<file path="src/rtl/sram_ctrl_pkg.sv">
package sram_ctrl_pkg;

    localparam int unsigned ADDR_W = 16;

    // Phases of one access
    typedef enum logic [2:0] {
        PH_IDLE   = 3'd0,
        PH_WSETUP = 3'd1,
        PH_WPULSE = 3'd2,
        PH_WHOLD  = 3'd3,
        PH_RWAIT  = 3'd4,
        PH_RECOV  = 3'd5
    } phase_e;

    typedef struct packed {
        logic [ADDR_W-1:0] addr;
        logic              wr;
        logic              wdata;
    } host_req_t;

    typedef struct packed {
        logic [ADDR_W-1:0] addr;
        logic              ce_n;
        logic              we_n;
        logic              din;
    } pin_bus_t;

    // Zero-length phases are not allowed; clamp to one cycle
    function automatic int unsigned at_least_one(input int unsigned v);
        return (v == 0) ? 1 : v;
    endfunction

    function automatic int unsigned max3(input int unsigned a,
                                         input int unsigned b,
                                         input int unsigned c);
        int unsigned m;
        m = (a > b) ? a : b;
        return (m > c) ? m : c;
    endfunction

    // Chip selected in this phase
    function automatic logic phase_selects(input phase_e p);
        return (p == PH_WSETUP) || (p == PH_WPULSE) ||
               (p == PH_WHOLD)  || (p == PH_RWAIT);
    endfunction

    // Write strobe asserted in this phase
    function automatic logic phase_strobes(input phase_e p);
        return (p == PH_WPULSE);
    endfunction

endpackage

</file>
<file path="src/rtl/sram_phase_seq.sv">
module sram_phase_seq
    import sram_ctrl_pkg::*;
#(
    parameter int unsigned READ_WAIT = 3,
    parameter int unsigned WR_PULSE  = 3,
    parameter int unsigned RECOVER   = 2
) (
    input  logic   clk,
    input  logic   rst,
    input  logic   accept,
    input  logic   acc_wr,
    output phase_e phase_q,
    output phase_e phase_d,
    output logic   phase_last
);

    localparam int unsigned RW    = at_least_one(READ_WAIT);
    localparam int unsigned PW    = at_least_one(WR_PULSE);
    localparam int unsigned RC    = at_least_one(RECOVER);
    localparam int unsigned LMAX  = max3(RW, PW, RC);
    localparam int unsigned CNT_W = (LMAX < 2) ? 1 : $clog2(LMAX);

    logic [CNT_W-1:0] cnt_q;
    logic [CNT_W-1:0] len_m1;

    // Final count value of the current phase
    always_comb begin
        case (phase_q)
            PH_WPULSE: len_m1 = CNT_W'(PW - 1);
            PH_RWAIT:  len_m1 = CNT_W'(RW - 1);
            PH_RECOV:  len_m1 = CNT_W'(RC - 1);
            default:   len_m1 = '0;
        endcase
    end

    assign phase_last = (cnt_q == len_m1);

    always_comb begin
        phase_d = phase_q;
        case (phase_q)
            PH_IDLE: begin
                if (accept) phase_d = acc_wr ? PH_WSETUP : PH_RWAIT;
            end
            PH_WSETUP: phase_d = PH_WPULSE;
            PH_WPULSE: if (phase_last) phase_d = PH_WHOLD;
            PH_WHOLD:  phase_d = PH_RECOV;
            PH_RWAIT:  if (phase_last) phase_d = PH_RECOV;
            PH_RECOV:  if (phase_last) phase_d = PH_IDLE;
            default:   phase_d = PH_IDLE;
        endcase
    end

    always_ff @(posedge clk) begin
        if (rst) begin
            phase_q <= PH_IDLE;
            cnt_q   <= '0;
        end else begin
            phase_q <= phase_d;
            if ((phase_d != phase_q) || (phase_q == PH_IDLE)) begin
                cnt_q <= '0;
            end else begin
                cnt_q <= cnt_q + 1'b1;
            end
        end
    end

endmodule

</file>
<file path="src/rtl/sram_pin_drive.sv">
module sram_pin_drive
    import sram_ctrl_pkg::*;
(
    input  logic              clk,
    input  logic              rst,
    input  logic              accept,
    input  logic [ADDR_W-1:0] acc_addr,
    input  logic              acc_wdata,
    input  phase_e            phase_d,
    output pin_bus_t          pins
);

    // Pins come straight from flops, decoded from the next phase,
    // so they change once per edge and never glitch
    always_ff @(posedge clk) begin
        if (rst) begin
            pins.addr <= '0;
            pins.din  <= 1'b0;
            pins.ce_n <= 1'b1;
            pins.we_n <= 1'b1;
        end else begin
            if (accept) begin
                pins.addr <= acc_addr;
                pins.din  <= acc_wdata;
            end
            pins.ce_n <= !phase_selects(phase_d);
            pins.we_n <= !phase_strobes(phase_d);
        end
    end

endmodule

</file>
<file path="src/rtl/sram_read_capture.sv">
module sram_read_capture
    import sram_ctrl_pkg::*;
(
    input  logic   clk,
    input  logic   rst,
    input  phase_e phase_q,
    input  logic   phase_last,
    input  logic   mem_dout,
    output logic   rsp_valid,
    output logic   rsp_rdata
);

    logic take;

    assign take = (phase_q == PH_RWAIT) && phase_last;

    always_ff @(posedge clk) begin
        if (rst) begin
            rsp_valid <= 1'b0;
            rsp_rdata <= 1'b0;
        end else begin
            rsp_valid <= take;
            if (take) rsp_rdata <= mem_dout;
        end
    end

endmodule

</file>
<file path="src/rtl/sram_async_ctrl.sv">
module sram_async_ctrl
    import sram_ctrl_pkg::*;
#(
    parameter int unsigned READ_WAIT = 3,
    parameter int unsigned WR_PULSE  = 3,
    parameter int unsigned RECOVER   = 2
) (
    input  logic              clk,
    input  logic              rst,
    input  logic              req_valid,
    output logic              req_ready,
    input  logic [ADDR_W-1:0] req_addr,
    input  logic              req_wr,
    input  logic              req_wdata,
    output logic              rsp_valid,
    output logic              rsp_rdata,
    output logic [ADDR_W-1:0] mem_addr,
    output logic              mem_ce_n,
    output logic              mem_we_n,
    output logic              mem_din,
    input  logic              mem_dout
);

    host_req_t req;
    phase_e    phase_q;
    phase_e    phase_d;
    logic      phase_last;
    logic      accept;
    pin_bus_t  pins;

    assign req       = '{addr: req_addr, wr: req_wr, wdata: req_wdata};
    assign req_ready = (phase_q == PH_IDLE);
    assign accept    = req_valid && req_ready;

    sram_phase_seq #(
        .READ_WAIT (READ_WAIT),
        .WR_PULSE  (WR_PULSE),
        .RECOVER   (RECOVER)
    ) seq_i (
        .clk        (clk),
        .rst        (rst),
        .accept     (accept),
        .acc_wr     (req.wr),
        .phase_q    (phase_q),
        .phase_d    (phase_d),
        .phase_last (phase_last)
    );

    sram_pin_drive pins_i (
        .clk       (clk),
        .rst       (rst),
        .accept    (accept),
        .acc_addr  (req.addr),
        .acc_wdata (req.wdata),
        .phase_d   (phase_d),
        .pins      (pins)
    );

    sram_read_capture cap_i (
        .clk        (clk),
        .rst        (rst),
        .phase_q    (phase_q),
        .phase_last (phase_last),
        .mem_dout   (mem_dout),
        .rsp_valid  (rsp_valid),
        .rsp_rdata  (rsp_rdata)
    );

    assign mem_addr = pins.addr;
    assign mem_ce_n = pins.ce_n;
    assign mem_we_n = pins.we_n;
    assign mem_din  = pins.din;

endmodule

</file>
<file path="config.mk">
export PLATFORM = sky130hd
export DESIGN_NAME = sram_async_ctrl
export DESIGN_NICKNAME = d
export VERILOG_FILES = /design/src/rtl/sram_ctrl_pkg.sv /design/src/rtl/sram_phase_seq.sv /design/src/rtl/sram_pin_drive.sv /design/src/rtl/sram_read_capture.sv /design/src/rtl/sram_async_ctrl.sv
export SDC_FILE = /design/constraint.sdc
export NUM_CORES = 1
export LEC_CHECK = 0
export BUFFER_PORTS_ARGS = -buffer_cell sky130_fd_sc_hd__buf_2
export CAP_MARGIN = 10
export CORE_ASPECT_RATIO = 1.25
export CORE_MARGIN = 5
export CORE_UTILIZATION = 30
export DETAILED_ROUTE_END_ITERATION = 10
export GPL_TIMING_DRIVEN = 0
export HOLD_SLACK_MARGIN = 0.08
export SLEW_MARGIN = 20
export SYNTH_ARGS = -nofsm -noshare
export SYNTH_HDL_FRONTEND = slang
export SYNTH_HIERARCHICAL = 1
export SYNTH_SLANG_ARGS = --single-unit
</file>
<file path="constraint.sdc">
create_clock -name clk -period 1.5 [get_ports clk]
set_input_delay 0.075 -clock clk [delete_from_list [all_inputs] [get_ports clk]]
set_output_delay 0.075 -clock clk [all_outputs]
set_load 0.02 [all_outputs]
</file>
# After elaboration in Yosys (flattened, before gate mapping)
# Index checks and enable logic that the tools add are counted.
# W data, S select, Z words.
[word_totals] regBits=26 input_bits=22 output_inout_bits=22 wordCells=38
[op_classes] addsub=1 eq_ne=11 muxes=7 reduce_logical=11
[ops] op="$pmux W3 S6" count=1
[ops] op="$mux W3" count=5
[ops] op="$eq A3 B2 Y1 const B" count=4
[ops] op="$eq A3 B3 Y1 const B" count=3
[ops] op="$eq A3 B1 Y1 const B" count=2
[ops] op="$logic_or A1 B1 Y1" count=4
[ops] op="$pmux W2 S2" count=1
[ops] op="$reduce_or A2 Y1" count=2
[ops] op="$logic_not A3 Y1" count=1
[ops] op="$ne A3 B3 Y1" count=1
[ops] op="$add A2 B1 Y2 const B" count=1
[ops] op="$eq A2 B2 Y1" count=1
[ops] op="$logic_and A1 B1 Y1" count=2
[ops] op="$logic_not A1 Y1" count=2

# Longest topological paths before layout
[depth] ltp_word=11 mapped_depth=7 mapped_depth_nobuf=6

# Cells and area by module
# Netlist, hierarchy kept.
[by_module_without_submodules] module="sram_pin_drive" n_inst=1 cells_per_inst=61 area_per_inst_um2=693.2
[by_module_without_submodules] module="sram_phase_seq" n_inst=1 cells_per_inst=49 area_per_inst_um2=394.1
[by_module_without_submodules] module="sram_read_capture" n_inst=1 cells_per_inst=7 area_per_inst_um2=83.8
[by_module_without_submodules] module="sram_async_ctrl" n_inst=1 cells_per_inst=2 area_per_inst_um2=20.0

# Worst setup path after synthesis
# No wires, ideal clock.
[synth_path] kind="register -> register" start="register seq_i.phase_q[2]" end="register pins_i/pins[1] (netlist name)" setup_ps=135 t_arrival_ps=1487 required_time_ps=1365 path_slack_ps=-122 stages_incl_launch_ff=7 n_path_buf=1 period_less_slack_ps=1622 path_cell_list="dfxtp_1 -> buf_6 -> inv_2 -> a211oi_1 -> o21ai_1 -> and2_1 -> or4b_4"
[synth_via] elab_chain_cells=8 elab_cells_between_ends=17
[synth_lines] item="start: declaration" line_no="sram_phase_seq.sv:12" text="output phase_e phase_q,"
[synth_lines] item="start signal: assignment" line_no="sram_phase_seq.sv:58" text="phase_q <= phase_d;"
[synth_lines] item="$eq A3 B2 Y1 / $eq A3 B3 Y1 (equally long branches)" line_no="sram_phase_seq.sv:28, sram_phase_seq.sv:40"
[synth_lines] item="$reduce_or A2 Y1 (no line)"
[synth_lines] item="$pmux W2 S2" line_no="sram_phase_seq.sv:28" text="case (phase_q)"
[synth_lines] item="$eq A2 B2 Y1" line_no="sram_phase_seq.sv:36" text="assign phase_last = (cnt_q == len_m1);"
[synth_lines] item="$mux W3, on equally long branches" line_no="sram_phase_seq.sv:48, sram_phase_seq.sv:47, sram_phase_seq.sv:45"
[synth_lines] item="$pmux W3 S6 *" line_no="sram_phase_seq.sv:40" text="case (phase_q)"
[synth_lines] item="named net phase_d[0]" line_no="sram_async_ctrl.sv:26" text="phase_e phase_d;"
[synth_lines] item="$eq A3 B2 Y1 *" line_no="sram_ctrl_pkg.sv:49" text="return (p == PH_WPULSE);"
[synth_lines] item="$logic_not A1 Y1 *" line_no="sram_pin_drive.sv:27" text="pins.we_n <= !phase_strobes(phase_d);"
# The timed path passes the listed nets; every way through them passes the cells marked *.
# A chain may end at the register's enable or synchronous reset.

# Worst setup path in the final report
[layout_path] start="register seq_i.phase_q[2]" end="register pins_i/pins[2] (netlist name)"
[layout_via] elab_cells_between_ends=23
[layout_rtl] item="$logic_not A3 Y1 *" line_no="sram_async_ctrl.sv:32" text="assign req_ready = (phase_q == PH_IDLE);"
[layout_rtl] item="$logic_and A1 B1 Y1 *" line_no="sram_async_ctrl.sv:33" text="assign accept = req_valid && req_ready;"
[layout_rtl] item="named net accept" line_no="sram_async_ctrl.sv:28" text="logic accept;"
[layout_rtl] item="$mux W3 *" line_no="sram_phase_seq.sv:42" text="if (accept) phase_d = acc_wr ? PH_WSETUP : PH_RWAIT;"
[layout_rtl] item="$pmux W3 S6 *" line_no="sram_phase_seq.sv:40"
[layout_rtl] item="named net phase_d[0]" line_no="sram_async_ctrl.sv:26"
[layout_rtl] item="$eq A3 B1 Y1 / $eq A3 B2 Y1 (equally long branches)" line_no="sram_ctrl_pkg.sv:43" text="return (p == PH_WSETUP) || (p == PH_WPULSE) ||"
[layout_rtl] item="$logic_or A1 B1 Y1 (2 in series)" line_no="sram_ctrl_pkg.sv:43"
[layout_rtl] item="$logic_or A1 B1 Y1 *" line_no="sram_ctrl_pkg.sv:44" text="(p == PH_WHOLD) || (p == PH_RWAIT);"
[layout_rtl] item="$logic_not A1 Y1 *" line_no="sram_pin_drive.sv:26" text="pins.ce_n <= !phase_selects(phase_d);"
# Marked as above.

==> results_dict.tcl <==
set metrics [dict create \
    num_io_pins 44 \
    wl_um 3045 \
    fin_nets 215 \
    violations "negative setup slack" \
    final_area_um2 1842 \
    post-route-period-util_pct 112.4 \
    min_path_type "in -> reg" \
    die-area_um2 5339 \
    period_minus_slack_ns 1.686 \
    yosysSeqAreaShare_pct 43.70 \
    cts_tree "yes" \
    routabilityCongestion 0.7247 \
    firstDrtPassIters 4 \
    synth.most_common_cell "dfxtp_1" \
    drc_errors 0 \
    fin_util_pct 48.26 \
    relSlewSlack_pct 65.98 \
    drt-initial-drc-count 38 \
    synth_top_cell_by_area "dfxtp_1" \
    finalSetupTns_ns -0.9619 \
    setup_violations 14 \
    design.core.area_um2 3816 \
    outcome "complete, but fails checks" \
    rsz0062_at_grt "yes" \
    ys_ff_latch 26 \
    dpl-instance-area_um2 1496 \
    vias 1088 \
    finalMaxSlewViolations 0 \
    max_freq_mhz 593.3 \
    grt_first_pass_wirelength_um 4671 \
    gr-usage-all-layers_pct 11.06 \
    cpPeakStageDelay_ns 0.37 \
    synth_enable_flop_cells 0 \
    cts_made_buffers 3 \
    yosys_warnings 6 \
    insertion_delay_ns 0.26 \
    path_clk_slew_ns 0.08 \
    worst_setup_path_start_kind "flip-flop" \
    die_height_um 80.45 \
    layout-drive-gt1-share_pct 43.23 \
    grt_start_max_net_pins 15 \
    synth_area_leaders "dfxtp_1 (44%), mux2i_1 (15%), nor2_1 (6.0%), buf_6 (2.8%), o21ai_0 (2.1%)" \
    finalPower_mw 3.228 \
    htreeDepth 1 \
    cp_slowest_cell "dfxtp_4" \
    criticalPathCategory "reg -> reg" \
    crit_path_max_fanout 3 \
    cp_cell_sequence "nor4b_4 -> buf_4 -> nand2_1 -> o21ai_2 -> and2_4 -> nor3_1 -> or3b_1" \
    avgSynthCellArea_um2 10.01 \
    cts-root-buf "clkbuf_8" \
    ir_drop_mv 0.9658 \
    place_inst 216 \
    grt_overflow 0 \
    wl_per_cell_um 12.38 \
    gr-max-usage-layer "met2" \
    n_antenna_cell 0 \
    via_per_inst 4.423 \
    hold_viol_final 0 \
    clock_path_buffers 2 \
    dp_hpwl_um 2091 \
    area_growth_syn_to_layout_pct 54.62 \
    die_w_um 66.36 \
    async_flop_share_pct 0 \
    syn_area_um2 1191 \
    crit_required_ns 1.65 \
    worst_slack_ns -0.1855 \
    final_cells 246 \
    finClkSkew_ns 0.004347 \
    powerDensity_nw_per_um2 1752 \
    start_util_pct 31.21 \
    syn_nets 141 \
    ys_top_cells_by_count "dfxtp_1 (26), nor2_1 (19), mux2i_1 (18), o21ai_0 (5)" \
    grtUsageMet1_pct 12.22 \
    crit_path_end_kind "flip-flop" \
    io_buffer_count 43 \
    maxCapViolCount 0 \
    ant_nets 0 \
    rows 25 \
    grt_pass1_vias 1064 \
    holdWs_ns 0.1014 \
    antenna_found_initial 0 \
    use_met3_pct 2.098 \
    met2_usage_pct 20.46 \
    leakage_nw 0.8363 \
    arrival_ns 1.84 \
    synth_ff_type "dfxtp_1" \
    synthCells 119 \
    synth_cell_types 39 \
    cts.sinks 26 \
    tightestPinTransition_ns 0.5033 \
    place_ws_ns -0.1565 \
    synth_top_area_share_pct 43.70 \
]
-- sequential cells by signal, indices dropped and copies added, names as in the netlist --
signal and flops:
cap_i/rsp_rdata 1, cap_i/rsp_valid 1, pins_i/pins 19, seq_i/cnt_q 2
seq_i/phase_q 3
-- cell usage in the layout (no fill, tap or decap), types with 2 or more instances in the layout --
master         instances
nand2b_1               3
nor3_1                 4
dlygate4sd3_1         18
a21oi_1                4
buf_4                 10
buf_2                 43
o21ai_1                2
inv_1                  2
mux2i_1               18
clkbuf_8               4
nand2_1                3
a21oi_2                2
dfxtp_4                3
nor2_1                19
dfxtp_2                2
dfxtp_1               21
o21ai_2                4
buf_8                  3
-- per-layer routing --
layer / up-vias / routed length, µm
li1: 552 / -
met1: 498 / 1251
met2: 36 / 1590
met3: 2 / 179
met4: 0 / 24
met5: - / 0
-- area by class of cell --
| type | instances | area [µm²] |
|---|---|---|
| Buffer | 6 | 76.32 |
| Inverter | 3 | 16.27 |
| Sequential cell | 26 | 534.3 |
| Timing Repair Buffer | 70 | 462.9 |
| Tap cell | 54 | 67.56 |
| Clock buffer | 4 | 55.05 |
| Multi-Input combinational cell | 83 | 629.4 |
| Fill cell | 374 | 1974 |
-- cells by family after synthesis --
| kind of cell | synth area share [%] |
|---|---|
| buf+inv | 7.352 |
| simple gates | 21.64 |
| mux | 15.13 |
| xor+xnor | 1.471 |
| flops | 43.70 |
| compound gates | 10.71 |
-- power by group --
part           switching (mW)  internal, mW
logic                   0.922         0.847
clock network           0.201         0.234
registers               0.139         0.884
total                    1.26          1.97
-- timing repair --
item,4_1_cts,5_1_grt
pin swaps,7,5
gates resized for setup,13,6
buffers inserted,6,4
hold buffers,18,0
endpoints found under the hold margin,18,0
endpoints found under the setup margin,8,14
-- critical path: cells and delay by family, from the launching register on --
| kind | cells | cell delay (ns) |
|---|---|---|
| AO/OA/AOI/OAI | 1 | 0.13 |
| buffers and inverters | 1 | 0.16 |
| flip-flops | 1 | 0.37 |
| AND/OR/NAND/NOR | 5 | 0.92 |
-- path summary, 6_finish.rpt --
check                                   endpoint  slack (ns)        startpoint  cells past startpoint
worst max-delay path              pins_i/pins[2]       -0.19  seq_i/phase_q[2]                      7
worst min-delay path            seq_i/phase_q[1]        0.10               rst                      2
worst max register to register    pins_i/pins[2]       -0.19  seq_i/phase_q[2]                      7
worst min register to register   cap_i/rsp_rdata        0.48   cap_i/rsp_rdata                      2
Note: power is estimated with default switching activity, not from simulation.
